==> config.mk <==
export PLATFORM = sky130hd
export DESIGN_NAME = nco_phase_core
export DESIGN_NICKNAME = d
export VERILOG_FILES = /design/src/rtl/nco_pkg.sv /design/src/rtl/nco_warmup.sv /design/src/rtl/nco_freq_loader.sv /design/src/rtl/nco_phase_acc.sv /design/src/rtl/nco_phase_core.sv
export SDC_FILE = /design/constraint.sdc
export NUM_CORES = 1
export LEC_CHECK = 0
export BUFFER_PORTS_ARGS = -buffer_cell sky130_fd_sc_hd__buf_2
export CAP_MARGIN = 15
export CORE_ASPECT_RATIO = 0.6
export CORE_MARGIN = 3
export CORE_UTILIZATION = 35
export CTS_BUF_LIST = sky130_fd_sc_hd__clkbuf_2
export CTS_CLUSTER_SIZE = 12
export DETAILED_ROUTE_END_ITERATION = 10
export MAX_ROUTING_LAYER = met4
export SLEW_MARGIN = 20
export SYNTH_ARGS = -nofsm -noshare
export SYNTH_HDL_FRONTEND = slang
export SYNTH_SLANG_ARGS = --single-unit
==> constraint.sdc <==
create_clock -name clk -period 6.5 [get_ports clk]
set_input_delay 0.325 -clock clk [delete_from_list [all_inputs] [get_ports clk]]
set_output_delay 0.325 -clock clk [all_outputs]
set_load 0.03 [all_outputs]
==> src/rtl/nco_pkg.sv <==
// Package: shared defaults and the start-up stage type for the phase core.
// Assumes consumers take widths as parameters and use these only as defaults.
package nco_pkg;
    localparam int ACC_W_DEF      = 32;
    localparam int OUT_W_DEF      = 12;
    localparam int LOAD_LAT_DEF   = 34;
    localparam int WARM_EDGES_DEF = 37;
    localparam int SYNC_EDGE_DEF  = 35;
    localparam int CODE_W_DEF     = 8;

    // Start-up stages in the order they are visited after reset release.
    typedef enum logic [1:0] {
        WS_CLEAR = 2'd0,
        WS_MID   = 2'd1,
        WS_ZERO  = 2'd2,
        WS_RUN   = 2'd3
    } warm_stage_e;
endpackage

==> src/rtl/nco_warmup.sv <==
// Start-up sequencer: counts edges after reset release, saturates once
// normal operation begins, and flags the start-up sync point.
// Assumes WARM_EDGES > SYNC_EDGE > 2.
module nco_warmup
    import nco_pkg::*;
#(
    parameter int WARM_EDGES = WARM_EDGES_DEF,
    parameter int SYNC_EDGE  = SYNC_EDGE_DEF
) (
    input  logic        clk,
    input  logic        rst_n,
    output warm_stage_e stage,
    output logic        rst_sync,
    output logic        run
);
    localparam int DONE = WARM_EDGES + 1;
    localparam int CW   = $clog2(DONE + 1);
    localparam logic [CW-1:0] CNT_DONE = CW'(DONE);
    localparam logic [CW-1:0] CNT_SYNC = CW'(SYNC_EDGE);
    localparam logic [CW-1:0] CNT_MID  = CW'(2);

    logic [CW-1:0] cnt;

    // Edge counter since release, frozen once the run state is reached.
    always_ff @(posedge clk) begin
        if (!rst_n)
            cnt <= '0;
        else if (cnt != CNT_DONE)
            cnt <= cnt + 1'b1;
    end

    // Stage decode and start-up markers.
    always_comb begin
        run      = (cnt == CNT_DONE);
        rst_sync = (cnt == CNT_SYNC);
        if (cnt < CNT_MID)       stage = WS_CLEAR;
        else if (cnt == CNT_MID) stage = WS_MID;
        else if (!run)           stage = WS_ZERO;
        else                     stage = WS_RUN;
    end


    warm_run_sticky_chk: assert property (@(posedge clk) disable iff (!rst_n)
        run |=> run);


    warm_release_clear_chk: assert property (@(posedge clk) disable iff (!rst_n)
        $rose(rst_n) |-> (stage == WS_CLEAR));
endmodule

==> src/rtl/nco_freq_loader.sv <==
// Increment loader: captures a new increment on a load strobe, counts the
// fixed latency, then swaps it into the active increment and flags it.
// Assumes LOAD_LAT >= 2. The active and pending increments survive reset.
module nco_freq_loader #(
    parameter int ACC_W    = nco_pkg::ACC_W_DEF,
    parameter int LOAD_LAT = nco_pkg::LOAD_LAT_DEF
) (
    input  logic             clk,
    input  logic             rst_n,
    input  logic             ld,
    input  logic [ACC_W-1:0] inc_in,
    output logic [ACC_W-1:0] inc_act,
    output logic             fire_q
);
    localparam int CDW = $clog2(LOAD_LAT + 1);
    localparam logic [CDW-1:0] CD_START = CDW'(LOAD_LAT);
    localparam logic [CDW-1:0] CD_LAST  = CDW'(1);

    logic [CDW-1:0]   cd;
    logic [ACC_W-1:0] pend;
    logic             fire;

    // A reload in the swap cycle wins over the pending swap.
    assign fire = (cd == CD_LAST) && !ld;

    // Latency countdown and the registered swap marker.
    always_ff @(posedge clk) begin
        if (!rst_n) begin
            cd     <= '0;
            fire_q <= 1'b0;
        end else begin
            fire_q <= fire;
            if (ld)
                cd <= CD_START;
            else if (cd != '0)
                cd <= cd - 1'b1;
        end
    end

    // Pending increment capture, ignored while reset is held.
    always_ff @(posedge clk) begin
        if (rst_n && ld)
            pend <= inc_in;
    end

    // Active increment swap at the end of the latency.
    always_ff @(posedge clk) begin
        if (rst_n && fire)
            inc_act <= pend;
    end


    inc_swap_chk: assert property (@(posedge clk) disable iff (!rst_n)
        fire_q |-> (inc_act == $past(pend)));


    swap_single_chk: assert property (@(posedge clk) disable iff (!rst_n)
        fire_q |=> !fire_q);
endmodule

==> src/rtl/nco_phase_acc.sv <==
// Phase accumulator: modulo 2^ACC_W sum of the phase, the active increment
// and an external carry, with a registered overflow flag. It advances only
// while run is high and otherwise holds its value.
module nco_phase_acc #(
    parameter int ACC_W = nco_pkg::ACC_W_DEF,
    parameter int OUT_W = nco_pkg::OUT_W_DEF
) (
    input  logic             clk,
    input  logic             rst_n,
    input  logic             run,
    input  logic [ACC_W-1:0] inc,
    input  logic             cin,
    output logic [OUT_W-1:0] phase_hi,
    output logic             cout
);
    localparam int SUM_W = ACC_W + 1;

    logic [ACC_W-1:0] acc;
    logic [SUM_W-1:0] sum;

    // Full-width sum; its top bit is the overflow.
    assign sum = {1'b0, acc} + {1'b0, inc} + SUM_W'(cin);

    // Phase register and carry flag.
    always_ff @(posedge clk) begin
        if (!rst_n) begin
            acc  <= '0;
            cout <= 1'b0;
        end else if (run) begin
            {cout, acc} <= sum;
        end else begin
            cout <= 1'b0;
        end
    end

    assign phase_hi = acc[ACC_W-1 -: OUT_W];


    carry_wrap_chk: assert property (@(posedge clk) disable iff (!rst_n)
        cout |-> (acc <= $past(acc)));


    wrap_carry_chk: assert property (@(posedge clk) disable iff (!rst_n)
        ($past(rst_n) && $past(run) && (acc < $past(acc))) |-> cout);
endmodule

==> src/rtl/nco_phase_core.sv <==
// Top: phase accumulator with latency-delayed increment loads, an active-low
// sync marker and the start-up code sequence. The waveform lookup and the
// register bus live outside this block.
module nco_phase_core
    import nco_pkg::*;
#(
    parameter int ACC_W      = ACC_W_DEF,
    parameter int OUT_W      = OUT_W_DEF,
    parameter int LOAD_LAT   = LOAD_LAT_DEF,
    parameter int WARM_EDGES = WARM_EDGES_DEF,
    parameter int SYNC_EDGE  = SYNC_EDGE_DEF,
    parameter int CODE_W     = CODE_W_DEF
) (
    input  logic              clk,
    input  logic              rst_n,
    input  logic              ld,
    input  logic [ACC_W-1:0]  inc_in,
    input  logic              cin,
    output logic [OUT_W-1:0]  phase_hi,
    output logic              cout,
    output logic              sync_n,
    output logic              warm_active,
    output logic [CODE_W-1:0] warm_code
);
    localparam logic [CODE_W-1:0] CODE_MID  = CODE_W'(1) << (CODE_W - 1);
    localparam logic [CODE_W-1:0] CODE_HOLD = CODE_MID + CODE_W'(1);

    warm_stage_e      stage;
    logic             rst_sync;
    logic             run;
    logic [ACC_W-1:0] inc_act;
    logic             fire_q;

    nco_warmup #(
        .WARM_EDGES (WARM_EDGES),
        .SYNC_EDGE  (SYNC_EDGE)
    ) u_warm (
        .clk      (clk),
        .rst_n    (rst_n),
        .stage    (stage),
        .rst_sync (rst_sync),
        .run      (run)
    );

    nco_freq_loader #(
        .ACC_W    (ACC_W),
        .LOAD_LAT (LOAD_LAT)
    ) u_load (
        .clk     (clk),
        .rst_n   (rst_n),
        .ld      (ld),
        .inc_in  (inc_in),
        .inc_act (inc_act),
        .fire_q  (fire_q)
    );

    nco_phase_acc #(
        .ACC_W (ACC_W),
        .OUT_W (OUT_W)
    ) u_acc (
        .clk      (clk),
        .rst_n    (rst_n),
        .run      (run),
        .inc      (inc_act),
        .cin      (cin),
        .phase_hi (phase_hi),
        .cout     (cout)
    );

    // Merge the two sync sources into one active-low marker.
    assign sync_n      = !(fire_q || rst_sync);
    assign warm_active = (stage != WS_RUN);

    // Map the start-up stage to the substitute waveform code.
    always_comb begin
        unique case (stage)
            WS_MID:  warm_code = CODE_MID;
            WS_ZERO: warm_code = CODE_HOLD;
            default: warm_code = '0;
        endcase
    end


    warm_phase_idle_chk: assert property (@(posedge clk) disable iff (!rst_n)
        warm_active |-> ((phase_hi == '0) && !cout));


    warm_sync_window_chk: assert property (@(posedge clk) disable iff (!rst_n)
        (!sync_n && warm_active) |-> (warm_code == CODE_HOLD));


    release_outputs_chk: assert property (@(posedge clk) disable iff (!rst_n)
        $rose(rst_n) |-> ((phase_hi == '0) && (warm_code == '0) && sync_n));
endmodule

==> results.json <==
{
  "syn_area_mm2": 0.005574,
  "critical_path.max_stage_delay_ns": 0.47,
  "ys.flop_type": "edfxtp_1",
  "hold_viol_final": 0,
  "cts_sinks": 110,
  "nets": 690,
  "wire_per_inst_um": 15.63,
  "grtUsageMet3_pct": 3.509,
  "post_cts_resized": 0,
  "max_slew_margin_pct": 32.39,
  "timing.fmax_mhz": 325.0,
  "max-cap-violations": 0,
  "synth_area_leader_cell": "edfxtp_1",
  "tritoncts": "yes",
  "cp.required_ns": 7.01,
  "arrival_ns": 3.59,
  "crit_buf_inv": 0,
  "setup_violations": 0,
  "seqCellArea_mm2": 0.002843,
  "synth-edff-count": 64,
  "avgViaCountPerCell": 5.186,
  "fill_cells": 1510,
  "cts_buffers": 9,
  "area_delta_synth_final_pct": 14.99,
  "hold_class": "primary input to flip-flop",
  "dr_total_vias": 4268,
  "grt_util_met1_pct": 23.34,
  "grt_pass1_vias": 3840,
  "syn_inst": 544,
  "grt_use_total_pct": 15.06,
  "outcome": "finished, final reports clean",
  "grt_antenna_before_repair": 0,
  "tns_ns": 0,
  "synth_top_area_share_pct": 34.48,
  "grt_setup_unrepaired": "false",
  "power.total_mw": 1.209,
  "instances_no_fill": 823,
  "yosysUniqueCellTypes": 56,
  "grt_pass1_wl_um": 20240,
  "hpwl_um": 9372,
  "period_needed_ns": 3.077,
  "synth_common_cells": "edfxtp_1, nand2_1, dfxtp_1, a21oi_1, ha_1",
  "async_flop_share_pct": 0,
  "period_share_pct": 47.33,
  "synth_seq_area_share_pct": 51.00,
  "overflow": 0,
  "yosys_register_bits": 110,
  "cts_root_buf": "clkbuf_2",
  "die_y_um": 103.8,
  "grt_busiest_layer": "met1",
  "htree_levels": 3,
  "firstDrtPassIters": 5,
  "crit_slowest_cell": "edfxtp_1",
  "synthTopCellsByArea": "edfxtp_1, dfxtp_1, ha_1, nand2_1, a21oi_1",
  "crit_type": "flip-flop to flip-flop",
  "path_cells": "fa_1 > fa_1 > a211oi_1 > o21a_1 > or4_4 > a21oi_1 > a211oi_1 > xor2_1 > o21ai_1",
  "grt_use_met2_pct": 19.79,
  "drc": 0,
  "clkLatencyLatePin_ns": 0.62,
  "path_clk_slew_ns": 0.29,
  "cp_top_family": "compound AO/OA/AOI/OAI gates",
  "std_cell_rows": 35,
  "crit_path_max_fanout": 4,
  "fp.dieW_um": 168.9,
  "slew_viol_final": 0,
  "hold_slack_ns": 0.1596,
  "die_area_mm2": 0.01753,
  "avgSynthCellArea_um2": 10.25,
  "cts_buffer_depth": 2,
  "vdd_drop_max_mv": 0.1064,
  "multi_input_area_mm2": 0.002491,
  "wl_um": 12860,
  "dp_cells": 773,
  "worstMarginPinSlew_ns": 1.012,
  "ios": 59,
  "post_cts_buffers": 0,
  "yosysWarnings": 0,
  "cts_hold_buf": 34,
  "drtIter0Drc": 302,
  "drive_gt1_share_pct": 12.90,
  "p_leak_nw": 2.521,
  "crit_path_end_kind": "flip-flop",
  "diodes": 0,
  "p_per_area_mw_per_mm2": 188.6,
  "antenna_left": 0,
  "finalClockSkew_ns": 0.03400,
  "start_kind": "flip-flop",
  "core-area_mm2": 0.01546,
  "start_util_pct": 36.06,
  "port_buffers": 52,
  "gp_congestion": 0.8954,
  "grt_max_degree": 33
}
## registers in the layout, indices dropped and copies added, names as in the netlist
signal	flops
u_load.pend	32
u_load.inc_act	32
u_load.cd	6
u_acc.acc	32
u_load.fire_q	1
u_warm.cnt	6
u_acc.cout	1
## cells in the final DEF, fill, tap and decap left out, types with 9 or more instances in the layout
cell            n
nand2_1        64
edfxtp_1       64
buf_2          52
dfxtp_1        46
a21oi_1        45
ha_1           37
dlygate4sd3_1  34
nor2_1         33
inv_1          18
o21ai_0        17
o21ai_1        17
nand3_1        16
nor3_1         13
a21o_1         13
xnor2_1        11
nand4_1        11
xor2_1          9
a211oi_1        9
clkbuf_2        9
## metal layers
metal / wire length [um] / vias to the layer above
met1: 6956 / 2017
li1: - / 2125
met4: 90 / 0
met2: 5009 / 115
met5: 0 / -
met3: 807 / 11
## metrics by stage
stage	area, um2	util [%]	setup WS, ns
detailed placement	5946	38.46	3.426
CTS	6410	41.47	3.438
floorplan	5593	-	3.824
global placement	5946	38.46	3.528
finish	6410	41.47	3.423
global route	6410	41.47	3.226
## cells by family after synthesis
kind of cell             after synthesis  share of synthesized area, %
AND/OR/NAND/NOR                      171                         14.43
AO/OA/AOI/OAI                        149                         17.37
flip-flops                           110                         51.00
buffers and inverters                 53                         4.781
adder cells (fa/ha/maj)               39                         9.024
XOR/XNOR                              20                         3.143
other                                  1                       0.06728
multiplexers                           1                        0.1796
## area by class of cell
cell class / instances / share of cell area, %
timing repair buffer: 90 / 9.838
clock inverter: 7 / 1.230
clock buffer: 9 / 0.7027
inverter: 18 / 1.054
multi-input combinational: 386 / 38.86
sequential: 110 / 44.35
tap: 203 / 3.963
## worst paths after layout
kind | startpoint | to | slack (ns) | cells past startpoint
worst max-delay path | u_load.inc_act[0] | u_acc.acc[28] | 3.42 | 9
worst min-delay path | cin | u_acc.acc[0] | 0.16 | 4
worst max register to register | u_load.inc_act[0] | u_acc.acc[28] | 3.42 | 9
worst min register to register | u_load.pend[6] | u_load.inc_act[6] | 0.46 | 0
## power breakdown
part           internal [mW]  leakage, nW  total [mW]  switching [mW]
clock                 0.0956       0.0777       0.335           0.240
combinational         0.0437         1.48      0.0983          0.0547
sequential             0.763        0.961       0.775          0.0118
## worst register-to-register path, cell delays in order, from the launching register on
cell,delay [ns]
edfxtp_1,0.47
fa_1,0.46
fa_1,0.45
a211oi_1,0.36
o21a_1,0.25
or4_4,0.18
a21oi_1,0.10
a211oi_1,0.45
xor2_1,0.20
o21ai_1,0.07
Note: power is estimated with default switching activity, not from simulation.
